--- config.mk ---
export PLATFORM = sky130hd
export DESIGN_NAME = ir_capture
export DESIGN_NICKNAME = d
export VERILOG_FILES = /design/src/rtl/ir_capture.sv
export SDC_FILE = /design/constraint.sdc
export NUM_CORES = 2
export LEC_CHECK = 0
export BUFFER_PORTS_ARGS = -buffer_cell sky130_fd_sc_hd__buf_2
export CAP_MARGIN = 20
export CORE_MARGIN = 1
export CORE_UTILIZATION = 45
export CTS_BUF_LIST = sky130_fd_sc_hd__clkbuf_2
export DETAILED_ROUTE_END_ITERATION = 8
export SLEW_MARGIN = 25
export SYNTH_ARGS = -nofsm -noshare
export SYNTH_HDL_FRONTEND = slang
export SYNTH_SLANG_ARGS = --single-unit
--- constraint.sdc ---
create_clock -name clk -period 8.4 [get_ports clk]
set_clock_uncertainty 0.15 [all_clocks]
set_input_delay 0.84 -clock clk [delete_from_list [all_inputs] [get_ports clk]]
set_output_delay 0.84 -clock clk [all_outputs]
set_load 0.01 [all_outputs]
--- src/rtl/ir_capture.sv ---
module ir_capture #(
  parameter int NWORDS = 17,
  parameter int PER_W  = 16,
  parameter int ADDR_W = 6
) (
  input  logic              clk,
  input  logic              rst_n,
  input  logic              ir_in,
  input  logic              wr_en,
  input  logic [ADDR_W-1:0] wr_addr,
  input  logic [31:0]       wr_data,
  input  logic [ADDR_W-1:0] rd_addr,
  output logic [31:0]       rd_data,
  output logic              irq
);
  localparam int NENT   = NWORDS * 4;
  localparam int IDX_W  = $clog2(NENT + 1);
  localparam int WSEL_W = $clog2(NWORDS);
  localparam logic [ADDR_W-1:0] A_CTRL = ADDR_W'(0);
  localparam logic [ADDR_W-1:0] A_PER  = ADDR_W'(1);
  localparam logic [ADDR_W-1:0] A_FILT = ADDR_W'(2);
  localparam logic [ADDR_W-1:0] A_RST  = ADDR_W'(3);
  localparam logic [ADDR_W-1:0] A_IEN  = ADDR_W'(4);
  localparam logic [ADDR_W-1:0] A_STAT = ADDR_W'(5);
  localparam logic [ADDR_W-1:0] A_CAP  = ADDR_W'(16);
  localparam logic [ADDR_W-1:0] A_END  = ADDR_W'(16 + NWORDS);
  localparam logic [1:0] S_IDLE = 2'd0, S_RUN = 2'd1, S_WAIT = 2'd2, S_DONE = 2'd3;

  logic             rx_on, pw_on, ien, stat;
  logic [7:0]       ok_cnt;
  logic [PER_W-1:0] per, pc;
  logic [4:0]       dg, dgc;
  logic             s0, s1, flt;
  logic [1:0]       state;
  logic [IDX_W-1:0] idx;
  logic [7:0]       cnt, wcnt;
  logic [8*NENT-1:0] cap;

  wire run        = rx_on && pw_on;
  wire tick       = run && (pc >= per);
  wire restart_wr = wr_en && (wr_addr == A_RST) && wr_data[0];
  wire clr_wr     = wr_en && (wr_addr == A_STAT) && wr_data[0];

  wire [4:0] dg_eff = (dg == 5'd0) ? 5'd1 : dg;
  wire [5:0] dgc_nx = {1'b0, dgc} + 6'd1;
  wire       chg    = tick && (s1 != flt) && (dgc_nx >= {1'b0, dg_eff});
  wire [7:0] cinc   = (cnt == 8'hFF) ? cnt : cnt + 8'd1;
  wire       last   = (idx == IDX_W'(NENT - 1));
  wire       stat_set = tick && (state == S_WAIT) && (wcnt == ok_cnt) && !restart_wr;

  assign irq = stat && ien;

  always_ff @(posedge clk or negedge rst_n) begin
    if (!rst_n) begin
      rx_on <= 1'b0; pw_on <= 1'b0; ok_cnt <= '0;
      per <= '0; dg <= '0; ien <= 1'b0;
    end else if (wr_en) begin
      case (wr_addr)
        A_CTRL: begin rx_on <= wr_data[0]; pw_on <= wr_data[1]; ok_cnt <= wr_data[15:8]; end
        A_PER:  per <= wr_data[PER_W-1:0];
        A_FILT: dg  <= wr_data[4:0];
        A_IEN:  ien <= wr_data[0];
        default: ;
      endcase
    end
  end

  always_ff @(posedge clk or negedge rst_n) begin
    if (!rst_n) stat <= 1'b0;
    else        stat <= stat_set || (stat && !clr_wr);
  end

  always_ff @(posedge clk or negedge rst_n) begin
    if (!rst_n)    pc <= '0;
    else if (!run) pc <= '0;
    else if (tick) pc <= '0;
    else           pc <= pc + 1'b1;
  end

  always_ff @(posedge clk or negedge rst_n) begin
    if (!rst_n) begin
      s0 <= 1'b1; s1 <= 1'b1; flt <= 1'b1; dgc <= '0;
    end else begin
      s0 <= ir_in;
      s1 <= s0;
      if (tick) begin
        if (s1 == flt)  dgc <= '0;
        else if (chg) begin flt <= s1; dgc <= '0; end
        else            dgc <= dgc_nx[4:0];
      end
    end
  end

  always_ff @(posedge clk or negedge rst_n) begin
    if (!rst_n) begin
      state <= S_IDLE; idx <= '0; cnt <= '0; wcnt <= '0; cap <= '0;
    end else if (restart_wr) begin
      state <= S_IDLE; idx <= '0; cnt <= '0; wcnt <= '0; cap <= '0;
    end else if (tick) begin
      case (state)
        S_IDLE: if (chg && !s1) begin
          state <= S_RUN; idx <= '0; cnt <= '0;
        end
        S_RUN: begin
          if (idx[0] && cinc == 8'hFF) begin
            cap[{idx, 3'b000} +: 8] <= 8'hFF;
            idx   <= idx + 1'b1;
            wcnt  <= '0;
            state <= S_WAIT;
          end else if (chg) begin
            cap[{idx, 3'b000} +: 8] <= cinc;
            idx <= idx + 1'b1;
            cnt <= '0;
            if (last) begin
              wcnt  <= '0;
              state <= S_WAIT;
            end
          end else begin
            cnt <= cinc;
          end
        end
        S_WAIT: if (wcnt == ok_cnt) state <= S_DONE;
                else                wcnt  <= wcnt + 8'd1;
        default: ;
      endcase
    end
  end

  logic [ADDR_W-1:0] woff;
  logic [WSEL_W-1:0] wsel;
  assign woff = rd_addr - A_CAP;
  assign wsel = woff[WSEL_W-1:0];

  always_comb begin
    rd_data = '0;
    case (rd_addr)
      A_CTRL: rd_data = {16'd0, ok_cnt, 6'd0, pw_on, rx_on};
      A_PER:  rd_data[PER_W-1:0] = per;
      A_FILT: rd_data[4:0] = dg;
      A_IEN:  rd_data[0] = ien;
      A_STAT: rd_data[0] = stat;
      default:
        if (rd_addr >= A_CAP && rd_addr < A_END)
          rd_data = cap[{wsel, 5'b00000} +: 32];
    endcase
  end

  logic unused_ok;
  assign unused_ok = ^{wr_data[31:16], woff};
endmodule

-- Word level (Yosys, flattened, before mapping)
Index checks and enable logic that the tools add are counted.
- bits in registers: 626
- $add $sub $neg: 7
- magnitude comparators: 4
- eq/ne operators: 23
- shifts and indexed selects: 4
- muxes and demuxes: 45
- bitwise gates (word level): 1
- reduce and logical (&&, ||, !) cells: 43
- operators with widths (kind ; number):
    2-to-1 mux 544 bit ; 5
    bitwise mux 544 bit ; 2
    variable shift 8 x 12 -> 544 bit, first input constant ; 1
    indexed part select 544 x 11 -> 32 bit ; 1
    indexed part select 8 x 12 -> 544 bit ; 1
    indexed part select 8 x 12 -> 544 bit, first input constant ; 1
    2-to-1 mux 8 bit ; 12
    2-to-1 mux 16 bit ; 3
    2-to-1 mux 7 bit ; 5
    one-hot mux 11 bit (3 select lines) ; 1
    2-to-1 mux 32 bit ; 1
    one-hot mux 8 bit (2 select lines) ; 2
    equality test 6 x 3 -> 1 bit, second input constant ; 4
    equality test 6 x 2 -> 1 bit, second input constant ; 3
    adder 16 x 1 -> 16 bit, second input constant ; 1
    adder 8 x 1 -> 8 bit, second input constant ; 2
    equality test 8 bit, second input constant ; 2
    >= comparator 16 bit ; 1
    logical AND 1 bit ; 16
    one-hot mux 4 bit (4 select lines) ; 1
    2-to-1 mux 5 bit ; 3
    2-to-1 mux 2 bit ; 7
    one-hot mux 7 bit (2 select lines) ; 1
    equality test 6 x 1 -> 1 bit, second input constant ; 2
    35 further kinds ; 49

-- Longest topological paths before layout
- depth in word-level cells: 9
- mapped depth: 13
- gate-level depth less buffers: 10

-- Worst setup path after synthesis
OpenSTA, ideal clock, no wires.
- kind: input-to-output
- from: input rd_addr[0]
- to: output rd_data[10]
- arrival: 2.977 ns
- required time: 7.410 ns
- setup slack: 4.433 ns
- stages on the path: 7
- path buffers: 3
- cell sequence: clkbuf_1 > clkbuf_1 > buf_2 > mux4_2 > mux4_2 > inv_1 > o21ai_0
- word-level cells in the longest chain between the ends: 4
- elaborated cells on any way between the ends: 13
- RTL lines (item ; RTL line ; source):
    start, declared ; 12 ; input logic [ADDR_W-1:0] rd_addr,
    subtractor 5 bit, or another cell as far along ; 131 ; assign woff = rd_addr - A_CAP;
    indexed part select 544 x 11 -> 32 bit or logical AND 1 bit (tied branches) ; 144, 143 ;
    2-to-1 mux 32 bit ; 143 ; if (rd_addr >= A_CAP && rd_addr < A_END)
    one-hot mux 11 bit (3 select lines) (*) ; 136 ; case (rd_addr)
    end, declared ; 13 ; output logic [31:0] rd_data,
Every way passes the cells marked *; elsewhere a longest branch is shown, timed or not.

-- Worst setup path in the final report
- from: input rd_addr[0]
- to: output rd_data[0]
- word-level cells in the longest chain between the ends: 4
- elaborated cells on any way between the ends: 12
- RTL lines (item ; RTL line):
    subtractor 5 bit, or another cell as far along ; 131
    indexed part select 544 x 11 -> 32 bit or logical AND 1 bit (tied branches) ; 144, 143
    2-to-1 mux 32 bit ; 143
    one-hot mux 1 bit (5 select lines) (*) ; 136
Marked as above.

==> flow_metrics.tcl <==
set metrics [dict create \
    synth_common_cells "623 x dfrtp_1, 527 x a22o_1, 450 x o21ai_0" \
    gp_congestion 0.897 \
    synth_most_common_cell "dfrtp_1" \
    synthSimpleGateAreaFrac_pct 7.10 \
    crit_chain "clkbuf_8, buf_12, mux4_2, mux4_2, inv_1, o221ai_1, buf_2" \
    io_buffers 64 \
    yosysTopAreaCell "dfrtp_1" \
    yosysWarnings 0 \
    ant_nets 0 \
    rr_worst_depth 9 \
    rsz0062_at_grt "false" \
    slew_viol_final 0 \
    timing.rr.start "cnt[0]$_DFFE_PN0P_" \
    synthArstFlopShare_pct 100 \
    drc 0 \
    power_leakage_nw 15.7 \
    core_area_sq_um 70400 \
    min_to "per[14]$_DFFE_PN0P_" \
    die_area_sq_um 72600 \
    layout.nets 3023 \
    synth_edf_count 0 \
    initial_core_util_pct 45.7 \
    crit_family "buffers and inverters" \
    maxCapViolCount 0 \
    grt_pass1_vias 26800 \
    rows 97 \
    status "completed" \
    cp-end-kind "primary output" \
    via_count 26700 \
    cts_hold_buf 51 \
    grt_max_degree 179 \
    cp_num_buf_inv 4 \
    cpPeakStageDelay_ns 0.64 \
    hp-start "wr_data[14]" \
    overflow 0 \
    synth_xor_xnor_area_share_pct 0.925 \
    fmax_mhz 209 \
    rr_endpoint "cap[9]$_DFFE_PN0P_" \
    synth.area.top_cells "dfrtp_1 48%, a22o_1 14%, mux4_2 11%, o21ai_0 7.0%, nand2_1 2.1%" \
    synth_flop_cell "dfrtp_1" \
    dr.pass1.iters 7 \
    die_y_um 269 \
    syn_area_sq_um 32200 \
    synth_top_area_share_pct 48.4 \
    finalCriticalPeriod_ns 4.79 \
    peakVddDrop_mv 0.106 \
    worstSkewPairLatency_ns 1.38 \
    drive_gt1_share_pct 20.9 \
    finalWirelength_mm 109 \
    grt_antenna_before_repair 4 \
    holdPathStages 4 \
    tightest_slew_ns 1.13 \
    synth.distinct_cells 83 \
    numCtsBuffers 168 \
    path_class "in2out" \
    path_clk_slew_ns 0.09 \
    path_max_fanout 71 \
    postLayoutCellArea_sq_um 35400 \
    setup_violations 0 \
    setup_ws_ns 3.61 \
    finalHoldViolCount 0 \
    muxShareOfSynthArea_pct 12.3 \
    drt_iter0_markers 3147 \
    grt_usage_pct 30.0 \
    clock_path_buffers 3 \
    synth_top_family_by_area "compound AO/OA/AOI/OAI gates" \
    area_delta_synth_final_pct 9.96 \
    postSynthAreaPerCell_sq_um 11.4 \
    h-tree-depth 4 \
    worst_path_most_repeated_cell "mux4_2" \
    dp_hpwl_mm 68.2 \
    synthAdderAreaFrac_pct 1.32 \
    holdCritPathClass "in2reg" \
    setup_tns_ns 0 \
    syn-num-nets 2903 \
    die_w_um 269 \
    r2r_slack_ns 3.98 \
    grt_pass1_wl_mm 167 \
    finalCritPeriodShare_pct 57.0 \
    placed_cell_area_sq_um 33300 \
    cts_setup_buffers 0 \
    critPathLaunchType "primary input" \
    powerDensity_nw_per_um2 158 \
    ios 81 \
    post-place-ws_ns 3.54 \
    synth_compound_area_share_pct 26.2 \
    cp_data_required_time_ns 7.41 \
    relSlewSlack_pct 24.3 \
    ctsResizeCount 0 \
    crit_start "rd_addr[0]" \
    cts_tree "done" \
    cts.sinks 626 \
    yosys_register_bits 626 \
    cp_slowest_cell "clkbuf_8" \
    viasPerCell 6.65 \
    critical_path_arrival_ns 3.80 \
    seq_area_frac_synth_pct 48.7 \
    root_buffer "clkbuf_2" \
    netlist_instances 2821 \
    wl_per_cell_um 27.2 \
]
-- cell usage in the layout (no fill, tap or decap), types with 14 or more instances in the layout --
cell type | netlist | layout
dlygate4sd3_1 | 0 | 50
nand3_1 | 51 | 50
a21oi_1 | 69 | 69
xor2_1 | 16 | 15
mux2_2 | 17 | 17
buf_4 | 8 | 34
nor2_1 | 132 | 130
inv_1 | 75 | 75
ha_1 | 34 | 34
a22o_1 | 527 | 527
clkinv_1 | 0 | 29
nand4_1 | 14 | 14
nand2_1 | 176 | 170
o21ai_0 | 450 | 450
mux2i_1 | 15 | 15
xnor2_1 | 18 | 18
mux4_2 | 160 | 160
nor2_4 | 17 | 18
dfrtp_1 | 623 | 623
a21oi_2 | 32 | 31
clkbuf_2 | 0 | 248
o2bb2ai_1 | 16 | 16
buf_2 | 24 | 61
-- state kept, by name, indices dropped and copies added (netlist names) --
signal  flops
s1          1
ok_cnt      8
per        16
rx_on       1
idx         7
cnt         8
pw_on       1
ien         1
flt         1
cap       544
state       2
dg          5
wcnt        8
pc         16
stat        1
dgc         5
s0          1
-- worst reg2reg max path: cells and delay by family, from the launching register on --
kind	cells	cell delay, ns
AOI/OAI and AO/OA	4	1.70
buffers and inverters	1	0.50
DFF	1	0.56
and+or+nand+nor	3	1.05
adders and majority gates	1	0.33
-- area by class of cell --
class	instances	area (sq um)
Sequential cell	626	15700
Clock inverter	44	249
Antenna cell	6	15.0
Timing Repair Buffer	158	1290
Tap cell	940	1180
Inverter	75	282
Clock buffer	248	1240
Multi-Input combinational cell	1912	15500
Fill cell	6245	35000
-- where the power goes --
part | internal (mW) | switching, mW
Clock | 0.849 | 1.35
Combinational | 0.108 | 0.193
Sequential | 3.04 | 0.0315
-- per-layer routing --
| metal | wire, um | up-vias | part of all wire [%] | track usage (%) |
|---|---|---|---|---|
| li1 | - | 11200 | - | - |
| met1 | 46400 | 13700 | 43 | 42.5 |
| met2 | 48800 | 1474 | 45 | 44.5 |
| met3 | 10100 | 297 | 9.2 | 7.41 |
| met4 | 3910 | 2 | 3.6 | 11.6 |
| met5 | 13 | - | 0.012 | 0 |
-- logic make-up (layout without fill, tap and decap cells) --
| group | after synthesis | after routing |
|---|---|---|
| DFF | 626 | 626 |
| xor gates and xnor gates | 34 | 34 |
| other | 0 | 6 |
| adders and majority gates | 34 | 34 |
| muxes | 192 | 192 |
| and+or+nand+nor | 473 | 473 |
| AOI/OAI and AO/OA | 1179 | 1179 |
| buffers and inverters | 283 | 525 |
-- per-stage QoR --
stage / power (mW) / utilization (%) / hold WS [ns] / cells
after floorplan: 3.27 / - / 0.195 / 2821
after global placement: 3.40 / 47.3 / 0.240 / 3658
after detailed placement: 3.41 / 47.3 / 0.241 / 3658
after CTS: 5.62 / 50.1 / 0.00348 / 4001
after global routing: 5.82 / 50.3 / 0.0475 / 4007
final: 5.58 / 50.3 / 0.139 / 4009
-- worst max-delay path by stage --
stage / end / slack, ns / depth (start not counted)
2_1_floorplan: rd_data[10] / 4.43 / 7
3_3_place_gp: rd_data[0] / 3.56 / 7
3_5_place_dp: cap[91]$_DFFE_PN0P_ / 3.54 / 8
4_1_cts: cap[91]$_DFFE_PN0P_ / 3.53 / 8
5_1_grt: rd_data[0] / 3.41 / 7
6_report: rd_data[0] / 3.61 / 7
Power figures use the tool's default switching activity.
